$ cat src/rtl/zq_cal_sched.sv
module zq_cal_sched #(
  parameter int T_CK_PS    = 10000,
  parameter int T_ZQCAL_PS = 1000000,
  parameter int T_ZQLAT_PS = 30000
) (
  input  logic       clk,
  input  logic       rst_n,
  input  logic       trig_i,
  output logic       req_o,
  input  logic       gnt_i,
  output logic       cmd_vld_o,
  output logic [6:0] cmd_op_o,
  output logic       busy_o,
  output logic       lock_o
);
  localparam int START_CYC = (T_ZQCAL_PS + T_CK_PS - 1) / T_CK_PS;
  localparam int LAT_RAW   = (T_ZQLAT_PS + T_CK_PS - 1) / T_CK_PS;
  localparam int LOCK_CYC  = (LAT_RAW > 8) ? LAT_RAW : 8;
  localparam int MAXW      = (START_CYC > LOCK_CYC) ? START_CYC : LOCK_CYC;
  localparam int CW        = $clog2(MAXW + 2) + 1;
  localparam logic [6:0] OP_START = 7'b1001111;
  localparam logic [6:0] OP_LATCH = 7'b1010001;

  typedef enum logic [2:0] {IDLE, ASK_S, WAIT_C, ASK_L, SETTLE} st_t;
  st_t st;
  logic [CW-1:0] cnt;
  logic pend;

  assign req_o     = (st == ASK_S) || (st == ASK_L);
  assign cmd_vld_o = req_o && gnt_i;
  assign cmd_op_o  = (st == ASK_L) ? OP_LATCH : OP_START;
  assign busy_o    = (st == WAIT_C) || (st == ASK_L) || (st == SETTLE);
  assign lock_o    = (st == SETTLE);

  always_ff @(posedge clk) begin
    if (!rst_n) begin
      st   <= IDLE;
      cnt  <= '0;
      pend <= 1'b0;
    end else begin
      if (trig_i && busy_o) pend <= 1'b1;
      unique case (st)
        IDLE: if (trig_i || pend) begin
          st   <= ASK_S;
          pend <= 1'b0;
        end
        ASK_S: if (gnt_i) begin
          st  <= WAIT_C;
          cnt <= CW'(START_CYC - 1);
        end
        WAIT_C: if (cnt == '0) st <= ASK_L;
                else cnt <= cnt - 1'b1;
        ASK_L: if (gnt_i) begin
          st  <= SETTLE;
          cnt <= CW'(LOCK_CYC - 1);
        end
        SETTLE: if (cnt == '0) st <= IDLE;
                else cnt <= cnt - 1'b1;
        default: st <= IDLE;
      endcase
    end
  end

  logic [CW-1:0] gap;
  wire start_fire = cmd_vld_o && (cmd_op_o == OP_START);
  wire latch_fire = cmd_vld_o && (cmd_op_o == OP_LATCH);
  always_ff @(posedge clk) begin
    if (!rst_n) gap <= '0;
    else if (start_fire) gap <= CW'(1);
    else if (gap <= CW'(START_CYC + 1)) gap <= gap + 1'b1;
  end


  issue_gnt_chk: assert property (@(posedge clk) disable iff (!rst_n)
    cmd_vld_o |-> (req_o && gnt_i));

  req_drop_chk: assert property (@(posedge clk) disable iff (!rst_n)
    cmd_vld_o |=> !req_o);

  min_gap_chk: assert property (@(posedge clk) disable iff (!rst_n)
    latch_fire |-> (gap >= CW'(START_CYC + 1)));

  lock_follow_chk: assert property (@(posedge clk) disable iff (!rst_n)
    latch_fire |=> lock_o);

  lock_noreq_chk: assert property (@(posedge clk) disable iff (!rst_n)
    lock_o |-> !req_o);

  busy_rise_chk: assert property (@(posedge clk) disable iff (!rst_n)
    $rose(busy_o) |-> $past(start_fire));
endmodule

$ cat config.mk
export PLATFORM = sky130hd
export DESIGN_NAME = zq_cal_sched
export DESIGN_NICKNAME = d
export VERILOG_FILES = /design/src/rtl/zq_cal_sched.sv
export SDC_FILE = /design/constraint.sdc
export NUM_CORES = 1
export LEC_CHECK = 0
export ABC_AREA = 1
export BUFFER_PORTS_ARGS = -buffer_cell sky130_fd_sc_hd__buf_2
export CAP_MARGIN = 5
export CORE_UTILIZATION = 45
export DETAILED_ROUTE_END_ITERATION = 10
export GPL_TIMING_DRIVEN = 0
export HOLD_SLACK_MARGIN = 0.02
export PLACE_DENSITY_LB_ADDON = 0.12
export SLEW_MARGIN = 20
export SYNTH_ARGS = -nofsm -noshare
export SYNTH_HDL_FRONTEND = slang
export SYNTH_SLANG_ARGS = --single-unit
$ cat constraint.sdc
create_clock -name clk -period 2.1 [get_ports clk]
set_clock_uncertainty 0.1 [all_clocks]
set_input_delay 0.21 -clock clk [delete_from_list [all_inputs] [get_ports clk]]
set_output_delay 0.21 -clock clk [all_outputs]
set_load 0.02 [all_outputs]
[Word-level counts from Yosys, hierarchy flattened]
Index checks and enable logic that the tools add are counted.
Operators by class
  add/subtract/negate cells: 1
  $mul: 0
  div/mod/pow operators: 0
  $lt $le $gt $ge: 0
  equality and inequality tests: 10
  shifts and indexed selects: 0
  mux-type cells: 14
  bitwise gates (word level): 0
  reduce and logical (&&, ||, !) cells: 12
Operators with widths (number)
  $mux W8: 3
  $pmux W8 S3: 1
  $mux W3: 5
  $pmux W3 S5: 1
  $logic_not A8 Y1: 1
  $ne A2 B2 Y1 const B: 4
  $sub A8 B1 Y8 const B: 1
  $eq A3 B2 Y1 const B: 2
  $mux W5: 1
  $reduce_and A5 Y1: 1
  $logic_or A1 B1 Y1: 4
  $ne A2 B1 Y1 const B: 2
  $reduce_and A4 Y1: 1
  $eq A3 B1 Y1 const B: 1
  $eq A3 B3 Y1 const B: 1
  $logic_not A3 Y1: 1
  $mux W1: 3
  $reduce_bool A3 Y1: 1
  $logic_and A1 B1 Y1: 2
  $reduce_or A2 Y1: 1
Storage, ports and cells
  flip-flop bits (word level): 12
  bits in latches: 0
  memory bits (writable): 0
  memory bits (read-only): 0
  input port bits: 4
  output and inout port bits: 11
  logic and storage cells: 40
  memories kept: 0

[Longest topological paths before layout]
  depth after elaboration: 7
  gate-level depth with buffers: 10
  gate-level depth less buffers: 10

[Worst setup path after synthesis]
Ideal clock, no wire load.
  path kind: flip-flop to flip-flop
  from: register st[0]
  to: register cnt[5]
  library setup time: 0.112 ns
  arrival: 1.478 ns
  data required time: 1.888 ns
  setup slack: 0.410 ns
  cell stages (with the launch flop): 8
  path buffers: 0
  clock period less this slack: 1.690 ns
  path through: dfxtp_1 > inv_1 > nor2_2 > nand2_1 > nand2_1 > nand2_1 > nor2_1 > nor2_1
Between the ends
  word-level cells in the longest chain between the ends: 4
  elaborated cells on any way between the ends: 11
  those cells by class: eq/ne: 7; mux: 1; reduce/logical: 3
RTL lines
  start: declaration: line 25  | st_t st;
  start signal: assignment: line 37  | st <= IDLE;
  start signal: assignment: line 44  | st <= ASK_S;
  start signal: assignment: line 48  | st <= WAIT_C;
  $eq A3 B3 Y1 or $eq A3 B2 Y1 (tied branches): line 42  | unique case (st)
  $reduce_or A2 Y1 (no source line)
  $ne A2 B2 Y1 (no source line) or $reduce_bool A3 Y1 (tied branches)
  $reduce_and A4 Y1 (no source line)
  end signal: assignment: line 49  | cnt <= CW'(START_CYC - 1);
  end signal: assignment: line 52  | else cnt <= cnt - 1'b1;
  end signal: assignment: line 55  | cnt <= CW'(LOCK_CYC - 1);
  end: declaration: line 26  | logic [CW-1:0] cnt;
Several ways; a longest one is shown, not always the timed one.
A chain may end at the register's enable or synchronous reset.

[Worst setup path after layout]
  from: register st[0]
  to: output port busy_o
Between the ends
  word-level cells in the longest chain between the ends: 3
  elaborated cells on any way between the ends: 5
  those cells by class: eq/ne: 3; reduce/logical: 2
RTL lines
  $eq A3 B2 Y1: line 32  | assign busy_o = (st == WAIT_C) || (st == ASK_L) || (st == SETTLE);
  $logic_or A1 B1 Y1: line 32
  $logic_or A1 B1 Y1 *: line 32
  end: declaration: line 13  | output logic busy_o,
Mark *: on every way between the ends. The rest lies on a longest branch, timed or not.

==> results <==
- The most frequent standard cell in the layout excluding fill and tap cells is nand2_1.
- In the final timing run, aggregate negative setup slack is 0 ns.
- In the layout the commonest cells are nand2_1 (40), inv_1 (20), nor2_1 (20).
- For the worst flop-to-flop path, the logic depth is 9.
- The number of buffers inserted by hold repair at cts is 0.
- The antenna violation net count after detailed routing is 0.
- The number of clock sinks is 12.
- After technology mapping, the gate count stands at 139.
- Buffers inserted during clock tree synthesis total 3.
- The count of instances resized after the clock tree is built is 0.
- The clock transition at the registers of the reported paths is 0.08 ns.
- From synthesis to final layout, the design area changed by 13.4%.
- The worst-path maximum fanout is 6.
- Buffers added to address setup during post-CTS repair amount to 0.
- Routability-driven placement finished with a final weighted congestion of 0.847.
- The count of pins over their slew limit is 0.
- After detailed routing, the number of remaining DRC violations is 0.
- For this run, global-route usage on met3 was measured as 0.0360.
- Setup violations remaining at the end of the flow were counted as 0.
- The launch point of the worst hold path is rst_n.
- Summed over all layers, the routed wires come to 1720 µm.
- The clock tree from TritonCTS is yes.
- The maximum count of clock buffers along a single path is 2.
- The die is 45.2 µm wide.
- The number of antenna violations at the first check in global routing is 0.
- The flow ran to the end, and the final reports show no timing, DRC or antenna violations.
- The most numerous cell type found on the critical path is nand2_1.
- The count of final hold-check violations is 0.
- The type of the worst setup path is flop to output pin.
- The number of synthesis warnings is 0.
- The pre-antenna-repair detailed-routing pass consisted of 4 iterations.
- The path with the worst hold slack has its endpoint at cnt[6].
- On the worst path, the slowest cell contributes a delay of 0.37 ns.
- The worst setup path is captured at an output pin.
- The reported max-cap violation count is 0.
- After detailed routing, the number of vias per cell comes to 4.54.
- The initialized floorplan defines 15 standard-cell rows.
- In this run, synthesis produced a sequential element count of 12.
- The synthesized netlist contains 20 unique library cells.
- The total congestion overflow after global routing is 0.
- In the global route stage, met1 resource usage came out at 0.288.
- The die height is 45.2 µm.
- The number of inserted filler cells in the final layout is 191.
- The critical-path cell with the highest stage delay is dfxtp_1.
- The terminus of the critical flop-to-flop path is st[2].
- The global routing met2 resource utilization is 0.261.
- The number of antenna diodes in the final layout is 0.
- Summed over all nets, the half-perimeter wirelength after detailed placement is 1330 µm.
- The path class of the lowest-slack min-delay path is input port to flop.
- Buffers placed on the I/O ports in this run total 11.
- IR analysis of the VDD net gives a maximum drop of 0.704 mV.
- The post-layout net count is 161.
- The global-route total usage across every layer is 0.192.
- STA puts the critical path data arrival time at 1.51 ns.
- The proportion of layout cells with a drive suffix above 1 is 0.214.
- The clock latency of the later-clocked register in the worst-skew pair is 0.27 ns.
- The leakage power total is 0.513 nW.
- For this design the ratio of total power to cell area is 1550 nW/µm².
- The minimum clock period after layout is 1.82 ns.
- In this run the most used layer during global routing was met1.
- The die footprint is 2040 µm².
- The via count of the first global-routing pass is 645.
- In the final routed layout, each cell accounts on average for 9.61 µm.
- The number of buffers and inverters on the critical path is 2.
- The root buffer cell is clkbuf_4.
- The average cell area after synthesis is 6.04 µm².
- The startpoint identified for the worst register-to-register timing path is cnt[0].
- The final worst hold slack is 0.124 ns.
- The end-of-flow core utilization is 0.546.
- In this run the number of H-tree levels came out at 1.
- Setup repair after global routing left no endpoint under its margin.
- The required time at the endpoint of the critical path is 1.79 ns.
- The total number of vias is 813.
- STA classifies the critical path startpoint as a flop.
- The number of top-level design ports is 15.
- The total area inside the core boundary comes to 1750 µm².
- For this run, the register share of the synthesized area comes to 0.286.
- The slack of the worst reg-to-reg path is 0.37 ns.
- In this run, the number of DRC markers left after iteration 0 of detailed routing was 26.
- The global-route wire length before repair is 2820 µm.
- Summing every instance area after synthesis gives 840 µm².
- Entering global routing, the biggest net connects 11 pins.
- Counting instances, the worst hold path has a depth of 3.
- Of the available clock period, the critical path in the final layout requires 0.865.
- For this configuration, the core starts out at a cell density of 0.481.
- The critical path goes through inv_1 -> nor2_2 -> nand2_1 -> nand2_1 -> buf_2.
- Grouping stages by cell kind, the critical path spends the most delay in simple AND/OR/NAND/NOR gates.
- Static timing analysis puts the maximum clock frequency at 0.550 GHz.
[layer usage]
metal / wire length (µm) / vias to the layer above
li1: - / 452
met1: 892 / 346
met2: 750 / 13
met3: 63 / 2
met4: 14 / 0
met5: 0 / -
[registers in the layout, summed over array words and instances (netlist names)]
name,flops
pend,1
cnt,8
st,3
[final cells by class]
| class | count | area (µm²) | share of cell area |
|---|---|---|---|
| inverter | 22 | 82.6 | 0.0867 |
| sequential | 12 | 240 | 0.252 |
| timing repair buffer | 11 | 55.1 | 0.0578 |
| buffer | 6 | 48.8 | 0.0512 |
| clock buffer | 3 | 22.5 | 0.0237 |
| tap | 25 | 31.3 | 0.0329 |
| multi-input combinational | 100 | 472 | 0.495 |
[logic make-up after synthesis]
| family | Yosys count | share of synthesized area |
|---|---|---|
| xor gates and xnor gates | 1 | 0.0104 |
| AOI/OAI and AO/OA | 13 | 0.0864 |
| adders and majority gates | 1 | 0.0149 |
| and+or+nand+nor | 82 | 0.437 |
| other | 2 | 0.00895 |
| buffers and inverters | 28 | 0.156 |
| DFF | 12 | 0.286 |
[synthesized netlist by cell type (all sizes together)]
cell | instances | area [µm²]
a21oi | 8 | 47.6
buf | 6 | 48.8
conb | 2 | 7.51
dfxtp | 12 | 240
ha | 1 | 12.5
inv | 22 | 82.6
nand2 | 43 | 174
nand3 | 11 | 70.1
nand4 | 3 | 18.8
nor2 | 23 | 93.8
nor3 | 2 | 10.0
o21ai | 5 | 25.0
xnor2 | 1 | 8.76
[how the worst max path moves through the flow]
stage | startpoint | end | depth (start not counted)
after global placement | cnt[0] | st[2] | 9
after CTS | st[0] | busy_o | 5
after detailed placement | cnt[0] | st[2] | 9
final | st[0] | busy_o | 5
after global routing | st[0] | busy_o | 5
after floorplan | st[0] | cnt[5] | 7
[power breakdown]
group	total [mW]	switching [mW]	internal, mW
sequential	0.377	0.0769	0.300
combinational	0.952	0.611	0.341
clock	0.145	0.0784	0.0663
total	1.47	0.766	0.707
[tightest hold or removal path, delay by kind of cell]
family                 cells  cell delay [ns]
buffers and inverters      1             0.14
and+or+nand+nor            2             0.10
[stage by stage]
step | area [µm²] | cells | power, mW | worst slack (ns)
floorplan | 843 | 140 | 1.14 | 0.410
global placement | 930 | 176 | 1.32 | 0.428
detailed placement | 930 | 176 | 1.33 | 0.394
CTS | 952 | 179 | 1.48 | 0.282
global route | 952 | 179 | 1.64 | 0.152
finish | 952 | 179 | 1.47 | 0.283
Note: power is estimated with default switching activity, not from simulation.
